==> src/rtl/tx_desc_walker.sv <==
module tx_desc_walker #(
  parameter int AW = 32
) (
  input  logic          clk,
  input  logic          rst_n,
  input  logic          reg_wr,
  input  logic [2:0]    reg_addr,
  input  logic [31:0]   reg_wdata,
  output logic [31:0]   reg_rdata,
  output logic          mem_req,
  output logic          mem_we,
  output logic [AW-1:0] mem_addr,
  output logic [31:0]   mem_wdata,
  input  logic [31:0]   mem_rdata,
  input  logic          mem_ack,
  input  logic          mem_err,
  output logic          fo_valid,
  output logic [7:0]    fo_data,
  output logic          fo_last,
  input  logic          fo_ready,
  output logic          tx_irq
);
  localparam logic [AW-1:0] BASE_RST = {{(AW-2){1'b1}}, 2'b00};

  typedef enum logic [3:0] {
    S_IDLE, S_FLAGS, S_BUF, S_LEN, S_NEXT, S_DATA, S_SEND, S_WSTAT, S_WFLAGS, S_HALT
  } st_t;

  st_t           state;
  logic          en, started;
  logic [AW-1:0] base, cur, bufp, nxt;
  logic [15:0]   len, rem, shi;
  logic [30:0]   flg;
  logic [31:0]   word;
  logic          st_berr, st_tdu, st_cp, st_int;

  wire swr  = reg_wr && reg_addr == 3'd0 && reg_wdata[24];
  wire poll = reg_wr && reg_addr == 3'd2;
  wire clr  = reg_wr && reg_addr == 3'd3;

  assign mem_req  = state inside {S_FLAGS, S_BUF, S_LEN, S_NEXT, S_DATA, S_WSTAT, S_WFLAGS};
  assign mem_we   = state inside {S_WSTAT, S_WFLAGS};
  assign fo_valid = state == S_SEND;
  assign fo_data  = word[{bufp[1:0], 3'b000} +: 8];
  assign fo_last  = rem == 16'd1;
  assign tx_irq   = st_berr | st_tdu | st_cp | st_int;

  always_comb begin
    case (state)
      S_BUF:          mem_addr = cur + AW'(4);
      S_LEN, S_WSTAT: mem_addr = cur + AW'(8);
      S_NEXT:         mem_addr = cur + AW'(12);
      S_DATA:         mem_addr = {bufp[AW-1:2], 2'b00};
      default:        mem_addr = cur;
    endcase
    if (state == S_WSTAT) mem_wdata = {shi | 16'h0008 | {15'd0, flg[2]}, len};
    else                  mem_wdata = {1'b0, flg};
    case (reg_addr)
      3'd0:    reg_rdata = {23'd0, en, 8'd0};
      3'd1:    reg_rdata = 32'(base);
      3'd3:    reg_rdata = {7'd0, st_berr, st_tdu, 4'd0, st_cp, 1'b0, st_int, 16'd0};
      3'd4:    reg_rdata = 32'(cur);
      default: reg_rdata = 32'd0;
    endcase
  end

  always_ff @(posedge clk) begin
    if (!rst_n || swr) begin
      state <= S_IDLE; en <= 1'b0; started <= 1'b0;
      base <= BASE_RST; cur <= '0; bufp <= '0; nxt <= '0;
      len <= '0; rem <= '0; shi <= '0; flg <= '0; word <= '0;
      st_berr <= 1'b0; st_tdu <= 1'b0; st_cp <= 1'b0; st_int <= 1'b0;
    end else begin
      if (reg_wr && reg_addr == 3'd0) en <= reg_wdata[8];
      if (reg_wr && reg_addr == 3'd1 && !started) base <= reg_wdata[AW-1:0];
      if (clr) begin
        if (reg_wdata[24]) st_berr <= 1'b0;
        if (reg_wdata[23]) st_tdu  <= 1'b0;
        if (reg_wdata[18]) st_cp   <= 1'b0;
        if (reg_wdata[16]) st_int  <= 1'b0;
      end
      case (state)
        S_IDLE:
          if (poll && en) begin
            started <= 1'b1;
            if (!started) cur <= base;
            state <= S_FLAGS;
          end
        S_SEND:
          if (fo_ready) begin
            bufp <= bufp + AW'(1);
            rem  <= rem - 16'd1;
            if (rem == 16'd1)          state <= S_WSTAT;
            else if (bufp[1:0] == 2'd3) state <= S_DATA;
          end
        S_HALT: state <= S_HALT;
        default:
          if (mem_ack) begin
            if (mem_err) begin
              st_berr <= 1'b1;
              state   <= S_HALT;
            end else begin
              case (state)
                S_FLAGS:
                  if (!mem_rdata[31]) begin
                    st_tdu <= 1'b1;
                    state  <= S_IDLE;
                  end else begin
                    flg   <= mem_rdata[30:0];
                    state <= S_BUF;
                  end
                S_BUF: begin bufp <= mem_rdata[AW-1:0]; state <= S_LEN; end
                S_LEN: begin
                  len <= mem_rdata[15:0]; rem <= mem_rdata[15:0]; shi <= mem_rdata[31:16];
                  state <= S_NEXT;
                end
                S_NEXT: begin
                  nxt   <= mem_rdata[AW-1:0];
                  state <= (len == 16'd0) ? S_WSTAT : S_DATA;
                end
                S_DATA:  begin word <= mem_rdata; state <= S_SEND; end
                S_WSTAT: state <= S_WFLAGS;
                S_WFLAGS: begin
                  st_cp  <= 1'b1;
                  st_int <= 1'b1;
                  cur    <= nxt;
                  state  <= S_FLAGS;
                end
                default: state <= S_IDLE;
              endcase
            end
          end
      endcase
    end
  end


  mem_hold_chk: assert property (@(posedge clk) disable iff (!rst_n)
    mem_req && !mem_ack && !swr |=> mem_req && $stable(mem_addr) && $stable(mem_we) && $stable(mem_wdata));


  fo_hold_chk: assert property (@(posedge clk) disable iff (!rst_n)
    fo_valid && !fo_ready && !swr |=> fo_valid && $stable(fo_data) && $stable(fo_last));


  last_gap_chk: assert property (@(posedge clk) disable iff (!rst_n)
    fo_valid && fo_ready && fo_last && !swr |=> !fo_valid);


  halt_quiet_chk: assert property (@(posedge clk) disable iff (!rst_n)
    st_berr && !swr |=> !mem_req && !fo_valid);


  stop_keep_chk: assert property (@(posedge clk) disable iff (!rst_n)
    $rose(st_tdu) |-> !mem_req && $stable(cur));
endmodule

==> config.mk <==
export PLATFORM = sky130hd
export DESIGN_NAME = tx_desc_walker
export DESIGN_NICKNAME = d
export VERILOG_FILES = /design/src/rtl/tx_desc_walker.sv
export SDC_FILE = /design/constraint.sdc
export NUM_CORES = 1
export LEC_CHECK = 0
export BUFFER_PORTS_ARGS = -buffer_cell sky130_fd_sc_hd__buf_4
export CORE_MARGIN = 8
export CORE_UTILIZATION = 30
export CTS_BUF_LIST = sky130_fd_sc_hd__clkbuf_8
export DETAILED_ROUTE_END_ITERATION = 16
export PLACE_DENSITY_LB_ADDON = 0.15
export SLEW_MARGIN = 30
export SYNTH_ARGS = -nofsm -noshare
export SYNTH_HDL_FRONTEND = slang
export SYNTH_SLANG_ARGS = --single-unit
==> constraint.sdc <==
create_clock -name clk -period 4.6 [get_ports clk]
set_input_delay 0.46 -clock clk [delete_from_list [all_inputs] [get_ports clk]]
set_output_delay 0.46 -clock clk [all_outputs]
set_load 0.03 [all_outputs]
==> summary.json <==
{
  "outcome": "complete, no violations",
  "max-clock-path-buffers": 3,
  "drtIter0Drc": 1256,
  "crit_path_end_kind": "output port",
  "synth.cell_area_um2": 13500,
  "dpl-instance-area_um2": 15300,
  "cts.reportedPaths.clkPinSlew_ns": 0.06,
  "floorplan.die.width_um": 228,
  "cap_violations": 0,
  "timing.critical_path.max_delay_family": "adder cells",
  "detail_route.wl_per_cell_um": 23.2,
  "die_height_um": 228,
  "antenna_violations_before_repair": 1,
  "tritoncts_clock_tree": "built",
  "critical-path-slowest-cell": "sky130_fd_sc_hd__maj3_1",
  "syn-instance-count": 1783,
  "pwr_density_cell_nw_per_um2": 350,
  "clock-sinks": 248,
  "clock-root-buffer": "sky130_fd_sc_hd__clkbuf_8",
  "yosys_warnings": 0,
  "cts_setup_buffers": 0,
  "stdcell_count": 2512,
  "power_mw": 5.66,
  "worstSkewPairLatency_ns": 0.57,
  "via_count": 14008,
  "areaGrowthSynthToFinish_pct": 19.5,
  "multi_input_area_um2": 7960,
  "setup_total_negative_slack_ns": 0,
  "postRouteWirelength_mm": 58.4,
  "number_of_enable_type_register_cells_in_the_synthesized_netlist": 0,
  "post_detailed_placement_half_perimeter_wirelength_mm": 41.0,
  "groute.usage.overall_pct": 21.2,
  "layout-drive-gt1-share_pct": 18.1,
  "synth_sequential_area_ratio_pct": 36.7,
  "mappedNetlistNets": 1861,
  "tritoncts.num_buffers": 45,
  "netlist.top_cell.by_area": "sky130_fd_sc_hd__dfxtp_1",
  "worst-endpoint-required_ns": 4.14,
  "synth_top_cells_by_area": "sky130_fd_sc_hd__dfxtp_1 37%, sky130_fd_sc_hd__nand2_1 11%, sky130_fd_sc_hd__a21oi_1 7.7%",
  "drtAntennaViolNets": 0,
  "firstDrtPassIters": 6,
  "synth_async_sr_flop_share_pct": 0,
  "grt_setup_unrepaired": "no",
  "crit_fanout": 25,
  "synth_seq_cells": 248,
  "row_count": 78,
  "period_minus_slack_ns": 4.00,
  "clock.fmax_mhz": 250,
  "n_fill_cell": 4871,
  "drt_drc_violations_left": 0,
  "crit_chain": "nor4b_4, maj3_1, nand4_1, a221o_1, o221a_1, buf_4",
  "die_area_um2": 52200,
  "leakagePower_nw": 5.84,
  "design.core.area_um2": 45000,
  "cts_repair_resize_count": 0,
  "category_of_the_critical_setup_timing_path": "flip-flop to output port",
  "grt_max_degree": 75,
  "grt_first_pass_wirelength_mm": 87.4,
  "dpl.cell_count": 2438,
  "synth_ff_type": "sky130_fd_sc_hd__dfxtp_1",
  "crit_path_max_incr_delay_ns": 0.80,
  "design.portCount": 182,
  "timing.critical_path.buf_inv": 1,
  "post-synth-top-area-fraction_pct": 36.7,
  "finalHoldViolations": 0,
  "setup_skew_ns": 0.0222,
  "relSlewSlack_pct": 33.0,
  "final_design_area_no_fill_um2": 16200,
  "netlist-cell-type-count": 82,
  "slew_viol_final": 0,
  "cts_htree_levels": 2,
  "initial_core_util_pct": 30.1,
  "max-vdd-ir-drop_v": 0.000227,
  "globalRoute.totalOverflow": 0,
  "holdBufCountCts": 0,
  "worstPathArrival_ns": 3.54,
  "sequential_cell_area_um2": 4970,
  "number_of_setup_violations_in_the_final_report": 0,
  "worst_hold_path_type": "input pin to flip-flop",
  "worstSetupStartpointType": "flip-flop",
  "timing.final.crit_share_pct": 87.0,
  "port_buffers": 181,
  "final_net_count": 1964,
  "worst_pin_slew_ns": 1.00,
  "post_synth.cell_area_avg_um2": 7.59,
  "first_global_vias": 13508,
  "route.detailed.vias_per_inst": 5.58,
  "finalWeightedCongestion": 0.908
}
## report_power, final
part           switching (mW)  internal [mW]  leakage (nW)
logic                   0.783          0.467          3.36
registers               0.170           2.22          2.00
clock network           0.946           1.07         0.480
total                    1.90           3.76          5.84
## cells by family after synthesis
family	Yosys count	share of synthesized area [%]
simple gates	765	26.4
compound gates	493	23.1
flops	248	36.7
buf+inv	172	5.15
mux	76	6.64
xor+xnor	23	1.49
fa+ha+maj	6	0.536
## registers in the layout (all words and copies together) (netlist names)
name     count
state        4
st_berr      1
started      1
shi         15
st_cp        1
nxt         32
rem         16
len         16
flg         31
st_int       1
base        32
en           1
cur         32
bufp        32
st_tdu       1
word        32
## path summary, 6_finish.rpt
check	cells after the start	from	slack (ns)	endpoint
worst min-delay path	3	reg_wdata[19]	0.10	base[19]
worst max-delay path	6	state[3]	0.60	mem_addr[21]
worst max register to register	6	state[3]	1.71	bufp[23]
worst min register to register	2	flg[10]	0.45	flg[10]
## worst register-to-register path, cell delays in order, from the launching register on
cell                        delay [ns]
sky130_fd_sc_hd__dfxtp_1          0.62
sky130_fd_sc_hd__nand4bb_4        0.70
sky130_fd_sc_hd__inv_2            0.67
sky130_fd_sc_hd__buf_4            0.32
sky130_fd_sc_hd__nand3_1          0.16
sky130_fd_sc_hd__nor3_1           0.20
sky130_fd_sc_hd__a211oi_1         0.10
## cell type report
| class | instances | share of cell area [%] |
|---|---|---|
| diodes | 1 | 0.0155 |
| clock buffers | 55 | 4.68 |
| clock inverters | 17 | 0.456 |
| inverters | 15 | 0.348 |
| multi-input cells | 1363 | 49.1 |
| flip-flops and latches | 248 | 30.7 |
| well taps | 600 | 4.64 |
| repair buffers | 213 | 10.0 |
## per-layer routing
metal	vias to the layer above	wire (um)	global-route usage [%]
met1	6755	26700	29.0
met4	0	1590	6.50
met3	83	3680	3.85
met2	537	26400	33.6
met5	-	0	0
li1	6633	-	-
## synth_stat cells, drive strengths merged, types with 12 or more instances
library cell,n
o21ai,79
buf,40
nor3,30
a22o,30
clkbuf,117
inv,15
a22oi,18
nand4,29
and2,23
a211oi,45
or4,13
nand2,403
xnor2,15
a31oi,16
nor4,18
o211ai,17
and3,12
nand3,69
mux2i,37
dfxtp,248
mux2,31
nor2,96
a21oi,209
## per-stage QoR
| step | hold WS (ns) | worst slack (ns) | util, % |
|---|---|---|---|
| after floorplan | 0.431 | 1.43 | - |
| after global placement | 0.438 | 1.12 | 34.1 |
| after detailed placement | 0.444 | 1.15 | 34.1 |
| after CTS | 0.0613 | 0.534 | 36.0 |
| after global routing | 0.0796 | 0.342 | 36.0 |
| final | 0.101 | 0.596 | 36.0 |
## layout by cell type, fill, tap and decap left out, types with 5 or more instances in the layout
cell type,instances
sky130_fd_sc_hd__nand2_1,400
sky130_fd_sc_hd__dfxtp_1,247
sky130_fd_sc_hd__buf_4,210
sky130_fd_sc_hd__a21oi_1,209
sky130_fd_sc_hd__nor2_1,95
sky130_fd_sc_hd__o21ai_0,78
sky130_fd_sc_hd__nand3_1,68
sky130_fd_sc_hd__clkbuf_8,55
sky130_fd_sc_hd__a211oi_1,45
sky130_fd_sc_hd__mux2i_1,37
sky130_fd_sc_hd__mux2_2,31
sky130_fd_sc_hd__a22o_1,30
sky130_fd_sc_hd__nor3_1,29
sky130_fd_sc_hd__nand4_1,27
sky130_fd_sc_hd__inv_1,26
sky130_fd_sc_hd__and2_1,21
sky130_fd_sc_hd__a22oi_1,18
sky130_fd_sc_hd__o211ai_1,17
sky130_fd_sc_hd__nor4_1,17
sky130_fd_sc_hd__a31oi_1,16
sky130_fd_sc_hd__xnor2_1,15
sky130_fd_sc_hd__or4_1,12
sky130_fd_sc_hd__and3_1,12
sky130_fd_sc_hd__and4_1,11
sky130_fd_sc_hd__nand2b_1,9
sky130_fd_sc_hd__nor4b_1,9
sky130_fd_sc_hd__nor2b_1,9
sky130_fd_sc_hd__xor2_1,8
sky130_fd_sc_hd__mux4_2,8
sky130_fd_sc_hd__or3_1,7
sky130_fd_sc_hd__o31ai_1,7
sky130_fd_sc_hd__a311oi_1,7
sky130_fd_sc_hd__nor3b_1,6
sky130_fd_sc_hd__o221ai_1,6
sky130_fd_sc_hd__nand3b_1,5
sky130_fd_sc_hd__o221a_2,5
sky130_fd_sc_hd__o22ai_1,5
sky130_fd_sc_hd__ha_1,5
No activity file was read; power rests on OpenSTA's default activity.
